**src/rtl/supseq_pkg.sv**
```systemverilog
package supseq_pkg;
  typedef enum logic [1:0] {
    SRC_PACK    = 2'd0,
    SRC_TO_BAT  = 2'd1,
    SRC_BAT     = 2'd2,
    SRC_TO_PACK = 2'd3
  } src_state_e;

  typedef enum logic [1:0] {
    TR_IDLE = 2'd0,
    TR_REQ  = 2'd1,
    TR_RUN  = 2'd2
  } trim_state_e;
endpackage

```
**src/rtl/supply_select.sv**
```systemverilog
module supply_select
  import supseq_pkg::*;
(
  input  logic clk,
  input  logic rst_n,
  input  logic stk_above_hi,
  input  logic stk_below_lo,
  output logic sel_bat,
  output logic sel_pack
);
  src_state_e state_q, state_d;

  always_comb begin
    state_d = state_q;
    unique case (state_q)
      SRC_PACK:    if (stk_above_hi) state_d = SRC_TO_BAT;
      SRC_TO_BAT:  state_d = SRC_BAT;
      SRC_BAT:     if (stk_below_lo) state_d = SRC_TO_PACK;
      SRC_TO_PACK: state_d = SRC_PACK;
      default:     state_d = SRC_PACK;
    endcase
  end

  always_ff @(posedge clk or negedge rst_n) begin
    if (!rst_n) state_q <= SRC_PACK;
    else        state_q <= state_d;
  end

  assign sel_bat  = (state_q == SRC_BAT);
  assign sel_pack = (state_q == SRC_PACK);

  // the battery path only follows a cycle with the pack path off
  a_r2_gap_before_bat: assert property (@(posedge clk) disable iff (!rst_n)
    $rose(sel_bat) |-> !$past(sel_pack));
  // the pack path only follows a cycle with the battery path off
  a_r3_gap_before_pack: assert property (@(posedge clk) disable iff (!rst_n)
    $rose(sel_pack) |-> !$past(sel_bat));
  // the battery path is kept unless the low flag is seen
  a_r5_bat_holds: assert property (@(posedge clk) disable iff (!rst_n)
    (sel_bat && !stk_below_lo) |=> sel_bat);
  // the pack path is kept unless the high flag is seen
  a_r5_pack_holds: assert property (@(posedge clk) disable iff (!rst_n)
    (sel_pack && !stk_above_hi) |=> sel_pack);
endmodule

```
**src/rtl/reset_timer.sv**
```systemverilog
module reset_timer #(
  parameter int HOLD_CYCLES = 16
) (
  input  logic clk,
  input  logic rst_n,
  input  logic reg_below_trip,
  input  logic reg_above_hyst,
  output logic hold_rst
);
  localparam int CNT_W = (HOLD_CYCLES > 1) ? $clog2(HOLD_CYCLES) : 1;
  localparam logic [CNT_W-1:0] LAST = CNT_W'(HOLD_CYCLES - 1);

  logic [CNT_W-1:0] cnt_q;
  logic             rst_q;

  always_ff @(posedge clk or negedge rst_n) begin
    if (!rst_n) begin
      rst_q <= 1'b1;
      cnt_q <= '0;
    end else if (reg_below_trip) begin
      rst_q <= 1'b1;
      cnt_q <= '0;
    end else if (rst_q) begin
      if (!reg_above_hyst) begin
        cnt_q <= '0;
      end else if (cnt_q == LAST) begin
        rst_q <= 1'b0;
        cnt_q <= '0;
      end else begin
        cnt_q <= cnt_q + 1'b1;
      end
    end
  end

  assign hold_rst = rst_q;

  // a regulator dip always lands in reset
  a_r6_dip_enters_reset: assert property (@(posedge clk) disable iff (!rst_n)
    reg_below_trip |=> hold_rst);
  // release is only on a good sample
  a_r7_release_on_good: assert property (@(posedge clk) disable iff (!rst_n)
    $fell(hold_rst) |-> $past(reg_above_hyst && !reg_below_trip));
  // the count never passes the hold length
  a_r7_cnt_bound: assert property (@(posedge clk) disable iff (!rst_n)
    cnt_q <= LAST);
endmodule

```
**src/rtl/trim_handshake.sv**
```systemverilog
module trim_handshake
  import supseq_pkg::*;
(
  input  logic clk,
  input  logic rst_n,
  input  logic hold_rst,
  input  logic trim_done,
  output logic trim_req,
  output logic run_ok
);
  trim_state_e st_q, st_d;

  always_comb begin
    st_d = st_q;
    if (hold_rst) begin
      st_d = TR_IDLE;
    end else begin
      unique case (st_q)
        TR_IDLE: st_d = TR_REQ;
        TR_REQ:  if (trim_done) st_d = TR_RUN;
        TR_RUN:  st_d = TR_RUN;
        default: st_d = TR_IDLE;
      endcase
    end
  end

  always_ff @(posedge clk or negedge rst_n) begin
    if (!rst_n) st_q <= TR_IDLE;
    else        st_q <= st_d;
  end

  assign trim_req = (st_q == TR_REQ) && !hold_rst;
  assign run_ok   = (st_q == TR_RUN) && !hold_rst;

  // the request holds until it is acknowledged or reset returns
  a_r8_req_holds: assert property (@(posedge clk) disable iff (!rst_n)
    (trim_req && !trim_done) |=> (trim_req || hold_rst));
  // run only follows an acknowledged request
  a_r9_run_after_ack: assert property (@(posedge clk) disable iff (!rst_n)
    $rose(run_ok) |-> $past(trim_req && trim_done));
  // in reset neither the request nor run is visible
  a_r10_quiet_in_reset: assert property (@(posedge clk) disable iff (!rst_n)
    hold_rst |-> !(trim_req || run_ok));
endmodule

```
**src/rtl/supply_seq_top.sv**
```systemverilog
module supply_seq_top #(
  parameter int HOLD_CYCLES = 16
) (
  input  logic clk,
  input  logic rst_n,
  input  logic stk_above_hi,
  input  logic stk_below_lo,
  input  logic reg_below_trip,
  input  logic reg_above_hyst,
  input  logic trim_done,
  output logic sel_bat,
  output logic sel_pack,
  output logic core_rst,
  output logic trim_req,
  output logic run_ok
);
  logic hold_rst;

  supply_select u_select (
    .clk          (clk),
    .rst_n        (rst_n),
    .stk_above_hi (stk_above_hi),
    .stk_below_lo (stk_below_lo),
    .sel_bat      (sel_bat),
    .sel_pack     (sel_pack)
  );

  reset_timer #(.HOLD_CYCLES(HOLD_CYCLES)) u_timer (
    .clk            (clk),
    .rst_n          (rst_n),
    .reg_below_trip (reg_below_trip),
    .reg_above_hyst (reg_above_hyst),
    .hold_rst       (hold_rst)
  );

  trim_handshake u_trim (
    .clk       (clk),
    .rst_n     (rst_n),
    .hold_rst  (hold_rst),
    .trim_done (trim_done),
    .trim_req  (trim_req),
    .run_ok    (run_ok)
  );

  assign core_rst = hold_rst;

  // the two supply paths are never on together
  a_r4_one_path: assert property (@(posedge clk) disable iff (!rst_n)
    !(sel_bat && sel_pack));
  // leaving reset raises the trim request on the next edge
  a_r8_req_after_release: assert property (@(posedge clk) disable iff (!rst_n)
    $fell(core_rst) |=> trim_req);
endmodule

```
**config.mk**
```make
export PLATFORM = sky130hd
export DESIGN_NAME = supply_seq_top
export DESIGN_NICKNAME = d
export VERILOG_FILES = /design/src/rtl/supseq_pkg.sv /design/src/rtl/supply_select.sv /design/src/rtl/reset_timer.sv /design/src/rtl/trim_handshake.sv /design/src/rtl/supply_seq_top.sv
export SDC_FILE = /design/constraint.sdc
export NUM_CORES = 1
export LEC_CHECK = 0
export BUFFER_PORTS_ARGS = -buffer_cell sky130_fd_sc_hd__buf_2
export CAP_MARGIN = 20
export CORE_MARGIN = 10
export CORE_UTILIZATION = 30
export DETAILED_ROUTE_END_ITERATION = 8
export HOLD_SLACK_MARGIN = 0.12
export PLACE_DENSITY = 0.47
export SYNTH_ARGS = -nofsm -noshare
export SYNTH_HDL_FRONTEND = slang
export SYNTH_HIERARCHICAL = 1
export SYNTH_SLANG_ARGS = --single-unit
```
**constraint.sdc**
```tcl
create_clock -name clk -period 1.65 [get_ports clk]
set_clock_uncertainty 0.05 [all_clocks]
set_input_delay 0.2475 -clock clk [delete_from_list [all_inputs] [get_ports clk]]
set_output_delay 0.2475 -clock clk [all_outputs]
set_load 0.005 [all_outputs]
```
==> flow_summary.json, run 1 <==
{
  "run_status": "completed",
  "netlist_instances": 53,
  "cp.arrival_ns": 1.19,
  "io_buffers": 11,
  "hpwl_um": 848.1,
  "yosysWarningCount": 6,
  "die_width_um": 63.23,
  "internal-power_uw": 467.2,
  "postPlaceCellArea_um2": 646.9,
  "pwr_density_cell_nw_per_um2": 964.4,
  "synth_nets": 66,
  "synth_top_flop_cell": "dfrtp_1",
  "post-route-util": 0.3914,
  "vias": 427,
  "path_clk_slew_ns": 0.07,
  "die-area_um2": 3997,
  "synth_common_cells": "8 x dfrtp_1, 6 x ha_1, 6 x inv_1, 6 x nand2b_1",
  "power_frac_clock": 0.265,
  "fmax_ghz": 0.6722,
  "antenna_found_initial": 0,
  "p_leak_uw": 0.0003121,
  "rows": 15,
  "met3_usage": 0.03887,
  "track_usage": 0.05476,
  "postRouteAntennaNets": 0,
  "crit_fanout": 4,
  "clock_latency_ns": 0.26,
  "max_cap_violations": 0,
  "io_pins": 12,
  "switching_share": 0.2909,
  "antenna_cells": 0,
  "design_area_um2": 683.2,
  "fin_tns_setup_ns": 0,
  "yosysTopAreaCellShare": 0.3571,
  "yosys_register_bits": 9,
  "clock_path_buffers": 2,
  "start_util": 0.3211,
  "clock-sinks": 9,
  "post_synth.cell_area_avg_um2": 10.58,
  "routed_wl_mm": 1.103,
  "r2r-start": "u_timer/hold_rst",
  "nets": 83,
  "rsz0062_at_grt": "false",
  "drt-vias-per-instance": 4.543,
  "firstDrtPassIters": 4,
  "ir_drop_v": 0.0006670,
  "min_from": "reg_below_trip",
  "grt_pass1_vias": 408,
  "wl_per_cell_um": 11.73,
  "numCtsBuffers": 3,
  "cp-start-kind": "register",
  "cts-htree-levels": 1,
  "seq_area_frac_synth": 0.4040,
  "area_growth_pct": 21.87,
  "die_h_um": 63.23,
  "max_slew.worst_pin.slew_ns": 0.2184,
  "hold_viol": 0,
  "p_comb_frac": 0.325,
  "setup.worst_path.start": "u_trim/st_q[1]",
  "overflow": 0,
  "routabilityCongestion": 0.7095,
  "cp-end-kind": "output port",
  "async_flop_share": 1.000,
  "top_usage_layer": "met2",
  "critical_path_required_ns": 1.35,
  "drtIter0Drc": 6,
  "rr_endpoint": "u_timer/cnt_q[3]",
  "met2_usage": 0.08376,
  "post-route-period-util": 0.9017,
  "yosys.area.top_type": "dfrtp_1",
  "reg2reg_slack_ns": 0.29,
  "setup_viol": 0,
  "drc_errors": 0,
  "cts-root-buf": "clkbuf_4",
  "grt.met1_usage": 0.06188,
  "drive_gt1_frac": 0.3043,
  "grt_max_degree": 16,
  "r2r_cells": 3,
  "crit_type": "reg -> out",
  "holdPathStages": 2,
  "relSlewSlack": 0.8544,
  "min_path_type": "in -> reg",
  "p_switching_uw": 191.6,
  "hold_end": "u_timer/cnt_q[3]",
  "syn_area_um2": 560.5,
  "synth_edf_count": 0,
  "ys_top_cells_by_area": "dfrtp_1 36%, ha_1 13%, nand2b_1 6.7%",
  "core_area_um2": 1745,
  "maxSlewViolCount": 0,
  "cts_tree": "yes",
  "grt_pass1_wl_mm": 1.800,
  "holdWs_ns": 0.1562,
  "synth_cell_types": 22,
  "pwr-share-seq": 0.409,
  "synth.most_common_cell": "dfrtp_1",
  "post-route-min-period_ns": 1.488,
  "postCtsSetupBuffers": 0
}
-- cell type report --
| cell class | instances | area [um^2] |
|---|---|---|
| Clock buffer | 4 | 26.28 |
| Sequential cell | 9 | 226.5 |
| Multi-Input combinational cell | 38 | 311.5 |
| Timing Repair Buffer | 12 | 65.06 |
| Tap cell | 25 | 31.28 |
| Fill cell | 194 | 1062 |
| Inverter | 6 | 22.52 |
-- worst max-delay path, cell delays in order (launching register included) --
cell and delay [ns]:
dfrtp_1 0.40, inv_1 0.09, ha_1 0.20, nor2b_1 0.13
buf_2 0.11
-- per-layer routing --
layer	wire length (um)	up-vias
li1	-	221
met1	527	199
met2	511	7
met3	65	0
met4	0	0
met5	0	-
-- registers in the layout, indices dropped and copies added (netlist names) --
register and cells:
u_timer/hold_rst 1, u_trim/st_q 2, u_timer/cnt_q 4, u_select/state_q 2
-- placed cells by master (no fill, tap or decap) --
cell type	synthesis	routed
buf_2	0	11
dfrtp_1	8	8
inv_1	6	6
ha_1	6	6
nand2b_1	6	6
clkbuf_4	0	3
a21oi_1	3	3
nor2b_1	3	3
nand4_1	2	2
nand3_1	2	2
nand2_1	2	2
nand4bb_1	2	2
o21ai_2	2	2
clkbuf_1	0	1
dlygate4sd3_1	0	1
a22oi_2	1	1
o22a_2	1	1
mux2_4	1	1
a21o_1	1	1
a311o_1	1	1
and3b_1	1	1
o21ai_0	1	1
or3_1	1	1
a31oi_1	1	1
dfstp_2	1	1
nor2b_4	1	1
-- cells by family (layout without fill, tap and decap cells) --
logic type,Yosys count,after routing,share of synthesized area
buffers and inverters,6,22,0.04018
flip-flops,9,9,0.4040
multiplexers,1,1,0.02678
AND/OR/NAND/NOR,20,20,0.2455
AO/OA/AOI/OAI,11,11,0.1496
adder cells (fa/ha/maj),6,6,0.1339
-- repair_timing --
action	4_1_cts	5_1_grt
hold endpoints to repair	9	0
hold buffers	1	0
resized for setup	0	0
-- per-stage QoR --
stage	setup slack [ns]	instances	power [uW]
after CTS	0.1307	94	671.2
final	0.1623	94	658.8
after global routing	0.08180	94	707.8
after floorplan	0.3490	53	423.0
after detailed placement	0.2930	89	486.6
after global placement	0.2795	89	486.0
-- how the worst max path moves through the flow --
stage | endpoint | slack [ns]
6_report | trim_req | 0.16
5_1_grt | trim_req | 0.08
4_1_cts | trim_req | 0.13
3_5_place_dp | u_timer/cnt_q[3] | 0.29
3_3_place_gp | u_timer/cnt_q[3] | 0.28
2_1_floorplan | u_select/state_q[1] | 0.35
-- power by group through the flow --
stage          registers, uW  logic, uW  clock network [uW]
3_5_place_dp             273        214                   0
4_1_cts                  270        219                 182
2_1_floorplan            269        154                   0
6_report                 270        214                 175
5_1_grt                  272        239                 196
3_3_place_gp             274        212                   0
Note: power is estimated with default switching activity, not from simulation.
==> run 2: changes to the inputs <==
Settings changed: CORE_AREA from default to 10 10 47 49, CORE_MARGIN 10 to default, CORE_UTILIZATION 30 to default, DIE_AREA from default to 0 0 57 59, PLACE_DENSITY 0.47 to default, PLACE_DENSITY_LB_ADDON from default to 0.1, TNS_END_PERCENT from default to 50.
==> run 2 against run 1 <==
Hold slack got worse by 0.0076 ns. Clock-buffer cell count did not move. Via count rose by 1.2%. Critical path type unchanged. Largest power group unchanged.
==> flow_summary.json, run 2 (synthesis results as in run 1) <==
{
  "run_status": "completed",
  "drive_gt1_frac": 0.3043,
  "crit_type": "reg -> out",
  "io_pins": 12,
  "drtIter0Drc": 8,
  "post-route-period-util": 0.8965,
  "clock_latency_ns": 0.26,
  "crit_fanout": 4,
  "p_leak_uw": 0.0003121,
  "largest_registers": "u_timer/cnt_q (4), u_select/state_q (2), u_trim/st_q (2)",
  "p_comb_frac": 0.321,
  "rsz0062_at_grt": "false",
  "max_stage_delay_ns": 0.40,
  "top_register": "u_timer/cnt_q",
  "postRouteAntennaNets": 0,
  "max_cap_violations": 0,
  "start_util": 0.4000,
  "die_h_um": 59,
  "hold_end": "u_timer/cnt_q[3]",
  "post-route-min-period_ns": 1.479,
  "critical_path_required_ns": 1.35,
  "drc_errors": 0,
  "cp-end-kind": "output port",
  "min_path_type": "in -> reg",
  "min_from": "reg_below_trip",
  "cp-start-kind": "register",
  "pwr-share-seq": 0.422,
  "power_uw": 643.4,
  "io_buffers": 11,
  "drt-vias-per-instance": 5.082,
  "holdWs_ns": 0.1486,
  "holdPathStages": 2,
  "p_switching_uw": 177.5,
  "routabilityCongestion": 0.7316,
  "routed_wl_mm": 1.038,
  "cts-root-buf": "clkbuf_4",
  "vias": 432,
  "fin_tns_setup_ns": 0,
  "switching_share": 0.2759,
  "hpwl_um": 823.8,
  "track_usage": 0.07127,
  "die-area_um2": 3363,
  "grt_pass1_vias": 422,
  "post_cts_resized": 0,
  "grt_max_degree": 16,
  "antenna_found_initial": 0,
  "largest_reg_flops": 4,
  "reg2reg_slack_ns": 0.30,
  "relSlewSlack": 0.8622,
  "antenna_cells": 0,
  "internal-power_uw": 465.9,
  "nets": 83,
  "grt_pass1_wl_mm": 1.904,
  "overflow": 0,
  "postCtsSetupBuffers": 0,
  "path_clk_slew_ns": 0.06,
  "r2r_cells": 3,
  "final_common_cell": "buf_2",
  "maxSlewViolCount": 0,
  "power_frac_clock": 0.257,
  "crit_family": "flip-flops",
  "cp_slowest_cell": "dfrtp_1",
  "clock-sinks": 9,
  "layout_common_cells": "11 x buf_2, 8 x dfrtp_1, 6 x inv_1, 6 x ha_1, 6 x nand2b_1",
  "rows": 14,
  "wl_per_cell_um": 12.21,
  "cp_cell_sequence": "inv_1 -> ha_1 -> nor2b_1 -> buf_2",
  "cts-htree-levels": 1,
  "area_growth_pct": 19.87,
  "setup_viol": 0,
  "max_slew.worst_pin.slew_ns": 0.2067,
  "fmax_ghz": 0.6760,
  "cts_tree": "yes",
  "numCtsBuffers": 3,
  "die_width_um": 57,
  "core_area_um2": 1401,
  "ir_drop_v": 0.0007877,
  "path_buf_inv": 2,
  "firstDrtPassIters": 4,
  "r2r-start": "u_timer/hold_rst",
  "clock_path_buffers": 2,
  "pwr_density_cell_nw_per_um2": 957.5,
  "cp.arrival_ns": 1.18,
  "rr_endpoint": "u_timer/cnt_q[3]",
  "hold_viol": 0,
  "post-route-util": 0.4795
}
run 2: cell counts in the layout (fill, tap and decap cells not counted):
Identical to the previous run, type by type.
run 2: layer usage:
metal  track usage  share of wire
met2        0.1039           0.44
met5             0              0
met3       0.04506          0.072
met4       0.04027          0.037
met1       0.07720           0.45
run 2: worst max path at each step:
stage | cells past startpoint | slack, ns | startpoint | endpoint
2_1_floorplan | 4 | 0.35 | u_select/state_q[0] | u_select/state_q[1]
3_3_place_gp | 4 | 0.32 | u_select/state_q[0] | u_select/state_q[1]
3_5_place_dp | 3 | 0.30 | u_timer/hold_rst | u_timer/cnt_q[3]
4_1_cts | 4 | 0.15 | u_trim/st_q[1] | trim_req
5_1_grt | 4 | 0.08 | u_trim/st_q[1] | trim_req
6_report | 4 | 0.17 | u_trim/st_q[1] | trim_req
run 2: cell type report:
cell class / count / area (um^2)
tap: 16 / 20.02
sequential: 9 / 226.5
fill: 147 / 729.5
timing repair buffer: 12 / 65.06
clock buffer: 4 / 26.28
inverter: 6 / 22.52
multi-input combinational: 38 / 311.5
run 2: per-stage QoR:
stage                     setup WS [ns]  cells  cell area (um^2)
after floorplan                  0.3490     53             560.5
after global placement           0.3200     80             635.6
after detailed placement         0.2972     80             635.6
after CTS                        0.1459     85             671.9
after global routing            0.08240     85             671.9
final                            0.1708     85             671.9
run 2: what timing repair did:
item,in CTS,in global routing
hold endpoints to repair,9,0
endpoints found under the setup margin,0,0
hold buffers,1,0
run 2: power groups by stage:
stage | Clock [uW] | Sequential, uW | Combinational (uW)
floorplan | 0 | 269 | 154
global placement | 0 | 273 | 209
detailed placement | 0 | 274 | 210
CTS | 175 | 270 | 212
global route | 193 | 274 | 234
finish | 165 | 271 | 207
